### config.mk
export PLATFORM = sky130hd
export DESIGN_NAME = dmaen_ctrl
export DESIGN_NICKNAME = d
export VERILOG_FILES = /design/src/rtl/dmaen_pkg.sv /design/src/rtl/dmaen_count.sv /design/src/rtl/dmaen_trig.sv /design/src/rtl/dmaen_halt.sv /design/src/rtl/dmaen_ctrl.sv
export SDC_FILE = /design/constraint.sdc
export NUM_CORES = 1
export LEC_CHECK = 0
export ABC_AREA = 1
export BUFFER_PORTS_ARGS = -buffer_cell sky130_fd_sc_hd__clkbuf_2
export CORE_MARGIN = 10
export CORE_UTILIZATION = 47
export DETAILED_ROUTE_END_ITERATION = 8
export GPL_TIMING_DRIVEN = 1
export PLACE_DENSITY_LB_ADDON = 0.25
export SLEW_MARGIN = 20
export SYNTH_ARGS = -nofsm -noshare
export SYNTH_HDL_FRONTEND = slang
export SYNTH_SLANG_ARGS = --single-unit
export TNS_END_PERCENT = 30
### constraint.sdc
create_clock -name clk -period 2.2 [get_ports clk]
set_clock_uncertainty 0.05 [all_clocks]
set_input_delay 0.44 -clock clk [delete_from_list [all_inputs] [get_ports clk]]
set_output_delay 0.44 -clock clk [all_outputs]
set_load 0.01 [all_outputs]
### src/rtl/dmaen_pkg.sv
// Package dmaen_pkg
// Shared encodings for the DMA channel enable sequencer: transfer modes
// and the end-cause codes. Assumes a 3-bit cause field decoded by software.
package dmaen_pkg;

    typedef enum logic [1:0] {
        MODE_NORMAL  = 2'b00,
        MODE_BLOCK   = 2'b01,
        MODE_CLUSTER = 2'b10,
        MODE_RSVD    = 2'b11
    } xfer_mode_t;

    typedef enum logic [2:0] {
        CAUSE_STANDBY   = 3'd0,
        CAUSE_TOTAL     = 3'd1,
        CAUSE_SOFT      = 3'd2,
        CAUSE_RPT_END   = 3'd3,
        CAUSE_AREA_OVF  = 3'd4,
        CAUSE_SIZE_ERR  = 3'd5,
        CAUSE_EXT_ABORT = 3'd6,
        CAUSE_FAULT     = 3'd7
    } end_cause_t;

    // Immediate halt inputs, lowest priority first; code = HALT_BASE + index
    localparam int NUM_HALT  = 5;
    localparam int HALT_BASE = 3;

endpackage

### src/rtl/dmaen_count.sv
// Module dmaen_count
// Tracks transfers left against the programmed total and the position inside
// the current block or cluster. Assumes total and unit length are nonzero at
// load and that step is only raised for an accepted acknowledge.
module dmaen_count #(
    parameter int TOTAL_W = 8,
    parameter int UNIT_W  = 4
) (
    input  logic               clk,
    input  logic               rst_n,
    input  logic               load,
    input  logic [TOTAL_W-1:0] total_in,
    input  logic [UNIT_W-1:0]  unit_in,
    input  logic               step,
    output logic               last_xfer,
    output logic               unit_last,
    output logic               unit_mid
);

    logic [TOTAL_W-1:0] left_q;
    logic [UNIT_W-1:0]  unit_q;
    logic [UNIT_W-1:0]  pos_q;

    assign last_xfer = (left_q == TOTAL_W'(1));
    assign unit_last = (pos_q == unit_q - 1'b1);
    assign unit_mid  = (pos_q != '0);

    // Load sizes at start, count down the total and wrap the unit position
    always_ff @(posedge clk) begin
        if (!rst_n) begin
            left_q <= '0;
            unit_q <= '0;
            pos_q  <= '0;
        end else if (load) begin
            left_q <= total_in;
            unit_q <= unit_in;
            pos_q  <= '0;
        end else if (step) begin
            left_q <= left_q - 1'b1;
            pos_q  <= unit_last ? '0 : pos_q + 1'b1;
        end
    end

    AST_POS_BELOW_UNIT: assert property (@(posedge clk) disable iff (!rst_n)
        (unit_q != '0) |-> (pos_q < unit_q));

endmodule

### src/rtl/dmaen_trig.sv
// Module dmaen_trig
// Decides whether a transfer may be issued this cycle. Auto source fires
// whenever ready; external source needs a live request or the single pending
// flag. Assumes ready already excludes an outstanding transfer.
module dmaen_trig (
    input  logic clk,
    input  logic rst_n,
    input  logic enable,
    input  logic flush,
    input  logic src_ext,
    input  logic ready,
    input  logic ext_req,
    output logic fire
);

    logic pend_q;

    assign fire = ready && (!src_ext || pend_q || ext_req);

    // Hold one request that arrives while the channel cannot issue
    always_ff @(posedge clk) begin
        if (!rst_n) begin
            pend_q <= 1'b0;
        end else if (!enable || flush) begin
            pend_q <= 1'b0;
        end else if (fire && src_ext) begin
            pend_q <= pend_q && ext_req;
        end else if (src_ext && ext_req) begin
            pend_q <= 1'b1;
        end
    end

    AST_PEND_EXT_ONLY: assert property (@(posedge clk) disable iff (!rst_n)
        pend_q |-> src_ext);

endmodule

### src/rtl/dmaen_halt.sv
// Module dmaen_halt
// Priority arbiter for every reason the enable bit may drop. Produces the
// clear decision and its cause code. Only an enabled channel can be cleared.
module dmaen_halt
    import dmaen_pkg::*;
(
    input  logic                enable,
    input  logic                standby,
    input  logic [NUM_HALT-1:0] halt_vec,
    input  logic                total_done,
    input  logic                soft_done,
    output logic                clear,
    output end_cause_t          cause
);

    logic any_req;

    // Later assignments override earlier ones, giving the priority order
    always_comb begin
        any_req = 1'b0;
        cause   = CAUSE_SOFT;
        if (soft_done) begin
            any_req = 1'b1;
            cause   = CAUSE_SOFT;
        end
        if (total_done) begin
            any_req = 1'b1;
            cause   = CAUSE_TOTAL;
        end
        for (int i = 0; i < NUM_HALT; i++) begin
            if (halt_vec[i]) begin
                any_req = 1'b1;
                cause   = end_cause_t'(3'(HALT_BASE + i));
            end
        end
        if (standby) begin
            any_req = 1'b1;
            cause   = CAUSE_STANDBY;
        end
        clear = any_req && enable;
    end

endmodule

### src/rtl/dmaen_ctrl.sv
// Module dmaen_ctrl
// Enable sequencer of one DMA channel: holds the configuration, the enable
// bit and the outstanding-transfer flag, defers software clears in block and
// cluster modes, and reports each clear with a pulse and a cause code.
// Assumes xfer_ack only comes for an issued transfer.
module dmaen_ctrl
    import dmaen_pkg::*;
#(
    parameter int TOTAL_W = 8,
    parameter int UNIT_W  = 4
) (
    input  logic               clk,
    input  logic               rst_n,
    input  logic               cfg_wr,
    input  logic               cfg_enable,
    input  logic [1:0]         cfg_mode,
    input  logic               cfg_ext_src,
    input  logic [TOTAL_W-1:0] cfg_total,
    input  logic [UNIT_W-1:0]  cfg_unit,
    input  logic               ext_req,
    input  logic               xfer_ack,
    input  logic               halt_rpt_end,
    input  logic               halt_area_ovf,
    input  logic               halt_size_err,
    input  logic               ext_abort,
    input  logic               addr_err,
    input  logic               nmi,
    input  logic               standby,
    output logic               xfer_issue,
    output logic               chan_enable,
    output logic               end_pulse,
    output logic [2:0]         end_cause
);

    logic       en_q, busy_q, stop_q, src_q, endp_q;
    xfer_mode_t mode_q;
    end_cause_t cause_q, clear_cause;
    logic       cfg_load, wr_off, ack_ok, unit_mode, in_unit;
    logic       last_xfer, unit_last, unit_mid;
    logic       soft_done, total_done, clear_now, ready;
    logic [NUM_HALT-1:0] halt_vec;

    assign cfg_load   = cfg_wr && !en_q;
    assign wr_off     = cfg_wr && !cfg_enable && en_q;
    assign ack_ok     = en_q && busy_q && xfer_ack;
    assign unit_mode  = (mode_q == MODE_BLOCK) || (mode_q == MODE_CLUSTER);
    assign in_unit    = busy_q || unit_mid;
    assign soft_done  = unit_mode
                      ? ((wr_off && !in_unit) || ((stop_q || wr_off) && ack_ok && unit_last))
                      : wr_off;
    assign total_done = ack_ok && last_xfer;
    assign ready      = en_q && !busy_q && !clear_now;
    assign halt_vec   = {addr_err || nmi, ext_abort, halt_size_err, halt_area_ovf, halt_rpt_end};

    dmaen_count #(.TOTAL_W(TOTAL_W), .UNIT_W(UNIT_W)) i_count (
        .clk       (clk),
        .rst_n     (rst_n),
        .load      (cfg_load),
        .total_in  (cfg_total),
        .unit_in   (cfg_unit),
        .step      (ack_ok),
        .last_xfer (last_xfer),
        .unit_last (unit_last),
        .unit_mid  (unit_mid)
    );

    dmaen_trig i_trig (
        .clk     (clk),
        .rst_n   (rst_n),
        .enable  (en_q),
        .flush   (clear_now),
        .src_ext (src_q),
        .ready   (ready),
        .ext_req (ext_req),
        .fire    (xfer_issue)
    );

    dmaen_halt i_halt (
        .enable     (en_q),
        .standby    (standby),
        .halt_vec   (halt_vec),
        .total_done (total_done),
        .soft_done  (soft_done),
        .clear      (clear_now),
        .cause      (clear_cause)
    );

    // Configuration latches only while the channel is disabled
    always_ff @(posedge clk) begin
        if (!rst_n) begin
            mode_q <= MODE_NORMAL;
            src_q  <= 1'b0;
        end else if (cfg_load) begin
            mode_q <= xfer_mode_t'(cfg_mode);
            src_q  <= cfg_ext_src;
        end
    end

    // Enable bit, outstanding-transfer flag and deferred software stop
    always_ff @(posedge clk) begin
        if (!rst_n) begin
            en_q   <= 1'b0;
            busy_q <= 1'b0;
            stop_q <= 1'b0;
        end else if (clear_now) begin
            en_q   <= 1'b0;
            busy_q <= 1'b0;
            stop_q <= 1'b0;
        end else begin
            if (cfg_load) en_q <= cfg_enable && !standby;
            if (xfer_issue)  busy_q <= 1'b1;
            else if (ack_ok) busy_q <= 1'b0;
            if (wr_off && unit_mode && in_unit) stop_q <= 1'b1;
        end
    end

    // End pulse and latched cause of the most recent clear
    always_ff @(posedge clk) begin
        if (!rst_n) begin
            endp_q  <= 1'b0;
            cause_q <= CAUSE_STANDBY;
        end else begin
            endp_q <= clear_now;
            if (clear_now) cause_q <= clear_cause;
        end
    end

    assign chan_enable = en_q;
    assign end_pulse   = endp_q;
    assign end_cause   = cause_q;

    AST_ONE_OUTSTANDING: assert property (@(posedge clk) disable iff (!rst_n)
        xfer_issue |=> !xfer_issue);
    AST_END_DROPS_ENABLE: assert property (@(posedge clk) disable iff (!rst_n)
        end_pulse |-> !chan_enable);
    AST_END_SINGLE: assert property (@(posedge clk) disable iff (!rst_n)
        end_pulse |=> !end_pulse);
    AST_CFG_FROZEN: assert property (@(posedge clk) disable iff (!rst_n)
        $past(en_q) |-> ($stable(mode_q) && $stable(src_q)));
    AST_DEFER_KEEPS_EN: assert property (@(posedge clk) disable iff (!rst_n)
        (wr_off && unit_mode && in_unit && !clear_now) |=> chan_enable);

endmodule

Yosys cells after proc, flatten, opt, wreduce, memory -nomap -nowiden:

Index checks and enable logic that the tools add are counted.

* $add $sub $neg: 3
* equality and inequality tests: 4
* multiplexer cells: 23
* bitwise gates (word level): 1
* reduce and logical (&&, ||, !) cells: 41

Operators with widths (count)
* $logic_and 1x1->1: 19
* $mux 8: 2
* $mux 3: 5
* $mux 1: 13
* $eq 8x1->1 const B: 1
* $logic_or 1x1->1: 8
* $sub 8x1->8 const B: 1
* $logic_not 1->1: 7
* $reduce_bool 2->1: 3
* $reduce_or 2->1: 3
* $add 4x1->4 const B: 1
* $eq 4x4->1: 1
* $mux 2: 2
* $mux 4: 1
* $reduce_bool 4->1: 1
* $sub 4x1->4 const B: 1
* $eq 2x1->1 const B: 1
* $eq 2x2->1 const B: 1
* $not 1->1: 1

* register bits after elaboration: 27
* input port bits: 28
* word-level logic and storage cells: 83

Logic depth before layout (Yosys ltp):

Gate-level depths: netlist (run 1).

* word-level depth: 22
* depth in mapped cells: 13
* depth with buffers taken out: 13

Hierarchy:

From an unflattened synthesis (run 1), not the netlist that was laid out.

* cells, all modules: 237
* area, all modules: 1594.0 µm²

Modules (own cells, without submodules)
* dmaen_count: instances 1, cells an instance 149, area an instance 991.0 µm², sequential area each 320.3 µm²
* dmaen_ctrl: instances 1, cells an instance 58, area an instance 432.9 µm², sequential area each 200.2 µm²
* dmaen_halt: instances 1, cells an instance 18, area an instance 93.8 µm², sequential area each 0.0 µm²
* dmaen_trig: instances 1, cells an instance 12, area an instance 76.3 µm², sequential area each 20.0 µm²

Least setup slack after synthesis (run 1):

OpenSTA, ideal clock, no wires.

* kind: register -> output
* start point: register i_count.unit_q[0]
* end point: output port xfer_issue
* arrival time: 1361 ps
* path slack: 349 ps
* cell stages (with the launch flop): 11
* path buffers: 0
* path through: dfxtp_1 inv_1 ha_1 nand2_1 inv_1 nor2_1 nand3_4 nor2_4 nand3_2 nand4_1 nor2_1

* cells in the longest elaborated chain, start to end: 17

RTL lines
* start: declaration: line dmaen_count.sv:21 `logic [UNIT_W-1:0] unit_q;`
* start signal: assignment: line dmaen_count.sv:36 `unit_q <= unit_in;`
* $sub 4x1->4: line dmaen_count.sv:25 `assign unit_last = (pos_q == unit_q - 1'b1);`
* $eq 4x4->1: line dmaen_count.sv:25
* $logic_and 1x1->1: line dmaen_ctrl.sv:49 `? ((wr_off && !in_unit) || ((stop_q || wr_off) && ack_ok && unit_last))`
* $logic_or 1x1->1: line dmaen_ctrl.sv:49
* $mux 1: line dmaen_ctrl.sv:49
* $mux 1: line dmaen_halt.sv:22 `if (soft_done) begin`
* $mux 1: line dmaen_halt.sv:26 `if (total_done) begin`
* $mux 1 (5 in series): line dmaen_halt.sv:31 `if (halt_vec[i]) begin`
* $mux 1: line dmaen_halt.sv:36 `if (standby) begin`
* $logic_and 1x1->1: line dmaen_halt.sv:40 `clear = any_req && enable;`
* $logic_not 1->1: line dmaen_ctrl.sv:52 `assign ready = en_q && !busy_q && !clear_now;`
* $logic_and 1x1->1: line dmaen_ctrl.sv:52
* $logic_and 1x1->1: line dmaen_trig.sv:18 `assign fire = ready && (!src_ext || pend_q || ext_req);`
* end: declaration: line dmaen_ctrl.sv:29 `output logic xfer_issue,`

Every way passes these cells.

Worst setup path in the final report (run 1):

Ends and elaborated chain as after synthesis.

==> PnR_summary.wiki, run 1 <==
{| class="wikitable"
! Metric !! Value
|-
| Outcome || complete, but fails checks
|-
| Violated checks || negative setup slack
|-
| Endpoint arrival time on the critical path || 1740 ps
|-
| Remaining global-route overflow || 0
|-
| Maximum net fanout on the critical path || 2
|-
| Path type of the worst setup path || flop to output port
|-
| Global Route Usage Sum || 0.124
|-
| Clk slew on worst S/H paths || 160 ps
|-
| Distinct cell type count of the synthesized netlist || 30
|-
| Overall power after layout || 990 uW
|-
| Slew at the pin closest to its max-slew limit || 421 ps
|-
| N_diodes || 0
|-
| Dpl hpwl || 2790 microns
|-
| Maximum root-to-sink buffer count || 2
|-
| Count of final hold-check violations || 0
|-
| First-pass iteration count of the detailed router || 4
|-
| Number of I/O pins || 34
|-
| Total clock sinks || 27
|-
| Chip Width || 77.8 microns
|-
| Cell count after synthesis || 230
|-
| Total of buffers placed on input and output ports || 33
|-
| DRC marker count from the first detailed-route iteration || 54
|-
| Cell row count || 20
|-
| Fraction of the yosys area taken by sequential cells || 0.344
|-
| Synthesis-stage register bit count || 27
|-
| Upper clock frequency limit || 0.449 GHz
|-
| Initial core utilization || 0.502
|-
| Slew HR || 0.719
|-
| Antenna Violating Nets Remaining || 0
|-
| Layout cells sized above 1 || 0.277
|-
| Floorplan die area || 6050 sq um
|-
| Vias per cell || 4.90
|-
| Critical Path Start Type || flop
|-
| Required time of the critical path || 1710 ps
|-
| Max Transition Viols Final || 0
|-
| Clock tree from TritonCTS || done
|-
| Net count after synthesis || 263
|-
| Maxcap violations || 0
|-
| Maximum ir drop on the vdd rail || 0.249 mV
|-
| Post-route design area || 1910 sq um
|-
| Largest net degree at the start of global routing || 19
|-
| Synth warn || 0
|-
| Antenna violations before repair || 0
|-
| Post-route DRC violation count || 0
|-
| Via total after detailed routing || 1545
|-
| Number of clock buffers inserted by TritonCTS || 3
|-
| H-tree levels || 1
|-
| Power density cells || 520 nW/um^2
|-
| Area growth from synthesis to layout || 21.4%
|-
| Hold Path Class || primary input to flop
|-
| Via count of the first global-routing pass || 1527
|-
| Share of the clock period used by the worst path || 1.01
|-
| Final Setup Violations || 1
|-
| Nature of the critical path endpoint || output port
|-
| Total wire length after detailed routing || 3630 microns
|-
| Last weighted congestion value of the routability-driven placer || 0.849
|-
| Static Leak || 0.000900 uW
|-
| Die Y-Extent || 77.8 microns
|-
| Global-route wire length before repair || 6490 microns
|-
| Clock insertion delay at the later pin of the skew report || 330 ps
|-
| Post-layout net count || 305
|-
| Mapped Area || 1570 sq um
|-
| Multi-input logic area || 898 sq um
|-
| Final worst slack || -26.4 ps
|-
| Hold-fix buffers at CTS || 0
|-
| Minimum clock period || 2230 ps
|-
| Syn_area_per_cell || 6.83 sq um
|-
| Unrepaired setup endpoints after global routing || true
|-
| Drt wl/cell || 11.5 microns
|-
| Layout fillers || 306
|-
| Total area of sequential cells || 546 sq um
|-
| Area of the core || 3130 sq um
|-
| Placement Cell Area || 1780 sq um
|-
| Root buffer cell || sky130_fd_sc_hd__clkbuf_4
|}
## state kept, by name, indices dropped and copies added, names as in the netlist
register        cells
i_count.left_q      8
i_count.pos_q       4
i_count.unit_q      4
end_cause           3
mode_q              2
busy_q              1
chan_enable         1
end_pulse           1
i_trig.pend_q       1
src_q               1
stop_q              1
## synth_stat cells
cell / count / area (sq um)
sky130_fd_sc_hd__or2_1: 1 / 6.26
sky130_fd_sc_hd__o31ai_1: 1 / 7.51
sky130_fd_sc_hd__inv_1: 34 / 128
sky130_fd_sc_hd__o211ai_1: 2 / 15.0
sky130_fd_sc_hd__o221ai_1: 1 / 8.76
sky130_fd_sc_hd__buf_6: 1 / 11.3
sky130_fd_sc_hd__a211oi_1: 2 / 15.0
sky130_fd_sc_hd__o21ai_0: 14 / 70.1
sky130_fd_sc_hd__nand4_1: 3 / 18.8
sky130_fd_sc_hd__nand2_1: 49 / 184
sky130_fd_sc_hd__nor2_2: 1 / 6.26
sky130_fd_sc_hd__o21ai_1: 4 / 20.0
sky130_fd_sc_hd__ha_1: 5 / 62.6
sky130_fd_sc_hd__buf_1: 1 / 3.75
sky130_fd_sc_hd__buf_2: 4 / 20.0
sky130_fd_sc_hd__nor3_1: 3 / 15.0
sky130_fd_sc_hd__dfxtp_1: 27 / 541
sky130_fd_sc_hd__nor4_1: 1 / 6.26
sky130_fd_sc_hd__nand3_4: 2 / 35.0
sky130_fd_sc_hd__nor2_4: 2 / 22.5
sky130_fd_sc_hd__inv_6: 1 / 8.76
sky130_fd_sc_hd__nand3_1: 14 / 70.1
sky130_fd_sc_hd__xor2_1: 3 / 26.3
sky130_fd_sc_hd__o32ai_1: 1 / 8.76
sky130_fd_sc_hd__xnor2_1: 1 / 8.76
sky130_fd_sc_hd__a21oi_1: 18 / 90.1
sky130_fd_sc_hd__nand3_2: 3 / 30.0
sky130_fd_sc_hd__o2111a_1: 1 / 11.3
sky130_fd_sc_hd__nor2_1: 27 / 101
sky130_fd_sc_hd__nand2_2: 3 / 18.8
## final cells by class
type                    instances  area share
clock buffers                   3      0.0118
clock inverters                 1     0.00394
inverters                      35      0.0716
multi-input cells             162       0.471
flip-flops and latches         27       0.286
well taps                      44      0.0289
repair buffers                 43       0.126
## per-stage QoR
stage | hold slack, ps | setup TNS [ps] | cells | util | worst slack, ps
final | 293 | -26.4 | 315 | 0.609 | -26.4
after detailed placement | 391 | 0 | 304 | 0.568 | 139
after CTS | 290 | -46.2 | 313 | 0.599 | -46.2
after global placement | 388 | 0 | 304 | 0.568 | 179
after global routing | 314 | -188 | 315 | 0.609 | -188
after floorplan | 375 | 0 | 230 | - | 349
## power by group
group          leakage, uW  switching, uW  internal [uW]
logic             0.000663            135           90.7
clock network    0.0000139            158           69.7
registers         0.000223           20.0            517
## critical path, cell delays in order (launching register included)
cell                      delay [ps]
sky130_fd_sc_hd__dfxtp_2         370
sky130_fd_sc_hd__inv_2            50
sky130_fd_sc_hd__ha_4            260
sky130_fd_sc_hd__nor2_2           40
sky130_fd_sc_hd__nor2_4          120
sky130_fd_sc_hd__nand3_4          80
sky130_fd_sc_hd__nor2_4          110
sky130_fd_sc_hd__nand3_2          70
sky130_fd_sc_hd__nand4_1         100
sky130_fd_sc_hd__nor2_1           50
sky130_fd_sc_hd__buf_2           140
## layer usage
metal  vias up  track usage  share of wire
met5         -            0              0
met4         0       0.0438          0.018
met3         8       0.0253          0.038
met2        30        0.199           0.47
met1       682        0.160           0.47
li1        825            -              -
## worst paths after layout
path / from / end / slack, ps / cells past startpoint
setup / recovery: i_count.unit_q[0]$_SDFFE_PN0P_ / xfer_issue / -30 / 10
hold / removal: cfg_mode[1] / mode_q[1]$_SDFFE_PN0P_ / 290 / 3
setup reg to reg: i_count.unit_q[0]$_SDFFE_PN0P_ / stop_q$_SDFFE_PP0P_ / 370 / 13
hold reg to reg: stop_q$_SDFFE_PP0P_ / stop_q$_SDFFE_PP0P_ / 410 / 2
## cell families after synthesis
logic type      after synthesis  share of synthesized area
simple gates                109                      0.328
compound gates               44                      0.157
buf+inv                      41                      0.109
flops                        27                      0.344
fa+ha+maj                     5                     0.0398
xor+xnor                      4                     0.0223
## cells in the final DEF, fill, tap and decap left out, types with 3 or more instances in the layout
cell and n:
sky130_fd_sc_hd__buf_4 10, sky130_fd_sc_hd__xor2_1 3, sky130_fd_sc_hd__o21ai_0 14, sky130_fd_sc_hd__o21ai_1 4, sky130_fd_sc_hd__nand4_1 3, sky130_fd_sc_hd__clkbuf_2 32
sky130_fd_sc_hd__nor2_4 3, sky130_fd_sc_hd__nand2_2 6, sky130_fd_sc_hd__nand2_1 46, sky130_fd_sc_hd__clkbuf_4 3, sky130_fd_sc_hd__dfxtp_1 23, sky130_fd_sc_hd__inv_2 4
sky130_fd_sc_hd__inv_1 30, sky130_fd_sc_hd__nand3_1 13, sky130_fd_sc_hd__a21oi_1 18, sky130_fd_sc_hd__ha_1 4, sky130_fd_sc_hd__nand3_2 4, sky130_fd_sc_hd__dfxtp_2 4
sky130_fd_sc_hd__nor2_1 25
## timing repair
action	CTS	global route
endpoints found under the setup margin	1	1
pin swaps	5	8
resized for setup	10	8
setup buffers	5	2
gates cloned	0	0
No activity file was read; power rests on OpenSTA's default activity.
==> run 2: changes to the inputs <==
--- a/config.mk
+++ b/config.mk
@@ -5,7 +5,6 @@
 export SDC_FILE = /design/constraint.sdc
 export NUM_CORES = 1
 export LEC_CHECK = 0
-export ABC_AREA = 1
 export BUFFER_PORTS_ARGS = -buffer_cell sky130_fd_sc_hd__clkbuf_2
 export CORE_MARGIN = 10
 export CORE_UTILIZATION = 47
@@ -16,4 +15,3 @@
 export SYNTH_ARGS = -nofsm -noshare
 export SYNTH_HDL_FRONTEND = slang
 export SYNTH_SLANG_ARGS = --single-unit
-export TNS_END_PERCENT = 30
==> constraint.sdc (replaced) <==
create_clock -name clk -period 2.09 [get_ports clk]
set_clock_uncertainty 0.05 [all_clocks]
set_input_delay 0.418 -clock clk [delete_from_list [all_inputs] [get_ports clk]]
set_output_delay 0.418 -clock clk [all_outputs]
set_load 0.01 [all_outputs]
==> PnR_summary.wiki, run 2 <==
{| class="wikitable"
! Metric !! Value
|-
| Violated checks || negative setup slack
|-
| Total clock sinks || 27 (unchanged)
|-
| Last weighted congestion value of the routability-driven placer || 0.823 (-3.1%)
|-
| Number of I/O pins || 34 (unchanged)
|-
| Path type of the worst setup path || flop to output port
|-
| Distinct cell type count of the synthesized netlist || 40 (+33%)
|-
| Max Transition Viols Final || 0 (unchanged)
|-
| Synthesized-area fraction occupied by xor and xnor cells || 0.0860 (+0.0637)
|-
| Pre-CTS setup slack || -104 ps (-243 ps)
|-
| Largest family of logic cells by synthesized area || simple AND/OR/NAND/NOR gates
|-
| Total wire length after detailed routing || 3470 microns (-4.4%)
|-
| Global Route Usage Sum || 0.130 (+0.00597)
|-
| Cell count after synthesis || 175 (-24%)
|-
| Maxcap violations || 0 (unchanged)
|-
| Layout cells sized above 1 || 0.294 (+0.0174)
|-
| Syn_area_per_cell || 8.15 sq um (+19%)
|-
| Count of final hold-check violations || 0 (unchanged)
|-
| Area growth from synthesis to layout || 24.4%
|-
| Largest net degree at the start of global routing || 19 (unchanged)
|-
| Synthesis-stage register bit count || 27 (unchanged)
|-
| Post-route DRC violation count || 0 (unchanged)
|-
| Floorplan die area || 5640 sq um (-6.8%)
|-
| Multi-input logic area || 847 sq um (-5.7%)
|-
| Antenna violations before repair || 0 (unchanged)
|-
| Overall power after layout || 928 uW (-6.3%)
|-
| Share of the synthesized area in the top cell type || 0.379 (+0.0347)
|-
| Largest area contributor in the netlist || sky130_fd_sc_hd__dfxtp_1
|-
| Net count after synthesis || 208 (-21%)
|-
| Upper clock frequency limit || 0.391 GHz
|-
| Area share of and/or/nand/nor cells after synthesis || 0.273 (-0.0547)
|-
| Met1 routing resource usage after global routing || 0.154 (-0.00606)
|-
| Critical Path Start Type || flop
|-
| Buffers inserted by post-CTS timing repair || 0 (-5)
|-
| Number of clock buffers inserted by TritonCTS || 3 (unchanged)
|-
| Post-layout net count || 255 (-16%)
|-
| Synth warn || 0 (unchanged)
|-
| Ys async rst share || 0 (unchanged)
|-
| Nature of the critical path endpoint || output port
|-
| First-pass iteration count of the detailed router || 4 (unchanged)
|-
| Adder-cell share of the synthesized area || 0.0439 (+0.00402)
|-
| Area of the core || 2830 sq um (-9.6%)
|-
| Cell row count || 19 (-5.0%)
|-
| Fraction of the yosys area taken by sequential cells || 0.379 (+0.0347)
|-
| Post-route design area || 1770 sq um (-6.9%)
|-
| Hold Path Class || primary input to flop
|-
| Commonest cells after routing, fill and taps aside || 33 x sky130_fd_sc_hd__clkbuf_2, 28 x sky130_fd_sc_hd__nand2_1, 25 x sky130_fd_sc_hd__dfxtp_1
|-
| Total area of sequential cells || 543 sq um (-0.46%)
|-
| Die Y-Extent || 75.1 microns (-3.5%)
|-
| Required time of the critical path || 1620 ps (-90 ps)
|-
| Endpoint arrival time on the critical path || 2090 ps (+350 ps)
|-
| Met3 usage in global routing || 0.0289 (+0.00356)
|-
| Vias per cell || 5.40 (+10%)
|-
| Max reg flops || 8 (unchanged)
|-
| Dpl hpwl || 2830 microns (+1.4%)
|-
| Outcome || complete, but fails checks
|-
| Placement Cell Area || 1730 sq um (-2.7%)
|-
| Root buffer cell || sky130_fd_sc_hd__clkbuf_4
|-
| DRC marker count from the first detailed-route iteration || 77 (+43%)
|-
| Clk slew on worst S/H paths || 140 ps (-20 ps)
|-
| Met2 Use GR || 0.224 (+0.0248)
|-
| Hold-fix buffers at CTS || 0 (unchanged)
|-
| H-tree levels || 1 (unchanged)
|-
| Static Leak || 0.000731 uW (-19%)
|-
| Antenna Violating Nets Remaining || 0 (unchanged)
|-
| Remaining global-route overflow || 0 (unchanged)
|-
| Compound-cell area share of the yosys netlist || 0.176 (+0.0193)
|-
| Unrepaired setup endpoints after global routing || true
|-
| Clock insertion delay at the later pin of the skew report || 320 ps (about the same)
|-
| Global route hottest layer || met2
|-
| Initial core utilization || 0.504 (+0.00220)
|-
| Commonest non-fill, non-tap cell in the layout || sky130_fd_sc_hd__clkbuf_2
|-
| Maximum net fanout on the critical path || 2 (unchanged)
|-
| Minimum clock period || 2560 ps
|-
| Leading cell type by number of instances after synthesis || sky130_fd_sc_hd__nand2_1
|-
| Slew HR || 0.553 (-0.166)
|-
| Mux cell area share after synthesis || 0 (unchanged)
|-
| Maximum ir drop on the vdd rail || 0.297 mV (+19%)
|-
| Mapped Area || 1430 sq um (-9.2%)
|-
| N_diodes || 0 (unchanged)
|-
| Drt wl/cell || 13.8 microns (+19%)
|-
| Registers with the highest flip-flop counts || i_count.left_q x8, i_count.pos_q x4, i_count.unit_q x4
|-
| Most used DFF post-synth || sky130_fd_sc_hd__dfxtp_1
|-
| Clock tree from TritonCTS || done
|-
| Slew at the pin closest to its max-slew limit || 671 ps (+250 ps)
|-
| Chip Width || 75.1 microns (-3.5%)
|-
| Final core utilization || 0.627 (+0.0180)
|-
| Layout fillers || 259 (-15%)
|-
| Share of the clock period used by the worst path || 1.22
|-
| Maximum root-to-sink buffer count || 2 (unchanged)
|-
| Largest register by flop count || i_count.left_q
|-
| Final worst slack || -470 ps (-444 ps)
|-
| Post-synth EDFFs || 0 (unchanged)
|-
| Worst Hold Margin || 250 ps (-43.8 ps)
|-
| Final Setup Violations || 3 (+2)
|-
| Via count of the first global-routing pass || 1320 (-14%)
|-
| Synth top area cells || sky130_fd_sc_hd__dfxtp_1 38%, sky130_fd_sc_hd__nand2_1 7.4%, sky130_fd_sc_hd__xnor2_1 4.9%
|-
| Most frequent cells after synthesis || 28 x sky130_fd_sc_hd__nand2_1, 27 x sky130_fd_sc_hd__dfxtp_1, 15 x sky130_fd_sc_hd__nor2_1
|-
| Power density cells || 523 nW/um^2 (+0.66%)
|-
| Total of buffers placed on input and output ports || 33 (unchanged)
|-
| Via total after detailed routing || 1362 (-12%)
|-
| Global-route wire length before repair || 5860 microns (-9.8%)
|}
-- run 2: worst max-delay path, stage by stage, from the launching register on --
cell and delay, ps:
sky130_fd_sc_hd__dfxtp_2 350, sky130_fd_sc_hd__or4_4 540, sky130_fd_sc_hd__or4_4 440, sky130_fd_sc_hd__o2111a_4 170, sky130_fd_sc_hd__and3_4 160, sky130_fd_sc_hd__clkbuf_2 120
-- run 2: where the power goes --
part / internal [uW] / total, uW / leakage, uW / switching, uW
Sequential: 537 / 552 / 0.000222 / 15.1
Clock: 74.6 / 225 / 0.0000150 / 150
Combinational: 74.4 / 152 / 0.000494 / 77.2
Total: 686 / 928 / 0.000731 / 242
-- run 2: stage by stage --
step                cells  TNS (ps)
floorplan             175    -0.477
global placement      248     -73.4
detailed placement    248      -174
CTS                   252      -484
global route          252      -748
finish                252      -480
-- run 2: cell families (layout without fill, tap and decap cells) --
logic type / Yosys count / after routing
AOI/OAI and AO/OA: 36 / 36
xor gates and xnor gates: 14 / 14
adders and majority gates: 5 / 5
buffers and inverters: 16 / 62
DFF: 27 / 27
and+or+nand+nor: 77 / 77
-- run 2: cell type report --
class | instances | area share
inverters | 9 | 0.0190
multi-input cells | 132 | 0.477
clock buffers | 4 | 0.0148
well taps | 31 | 0.0219
repair buffers | 49 | 0.161
flip-flops and latches | 27 | 0.306
-- run 2: final timing paths --
| kind | start | to | slack, ps | depth (start not counted) |
|---|---|---|---|---|
| hold reg to reg | i_count.unit_q[3]$_SDFFE_PN0P_ | i_count.unit_q[3]$_SDFFE_PN0P_ | 440 | 2 |
| setup reg to reg | i_count.left_q[5]$_SDFFE_PN0P_ | end_cause[1]$_SDFFE_PN0P_ | -10 | 6 |
| hold / removal | cfg_unit[0] | i_count.unit_q[0]$_SDFFE_PN0P_ | 250 | 3 |
| setup / recovery | i_count.left_q[5]$_SDFFE_PN0P_ | xfer_issue | -470 | 5 |
-- run 2: routing by layer --
metal	share of wire	routed length, microns
met5	0	0
met4	0.0046	16
met3	0.032	110
met2	0.52	1790
met1	0.45	1550
-- run 2: timing repair --
item                                    4_1_cts  5_1_grt
hold endpoints to repair                      0        0
endpoints found under the setup margin        5        5
pin swaps                                     1        3
gates resized for setup                       1        3
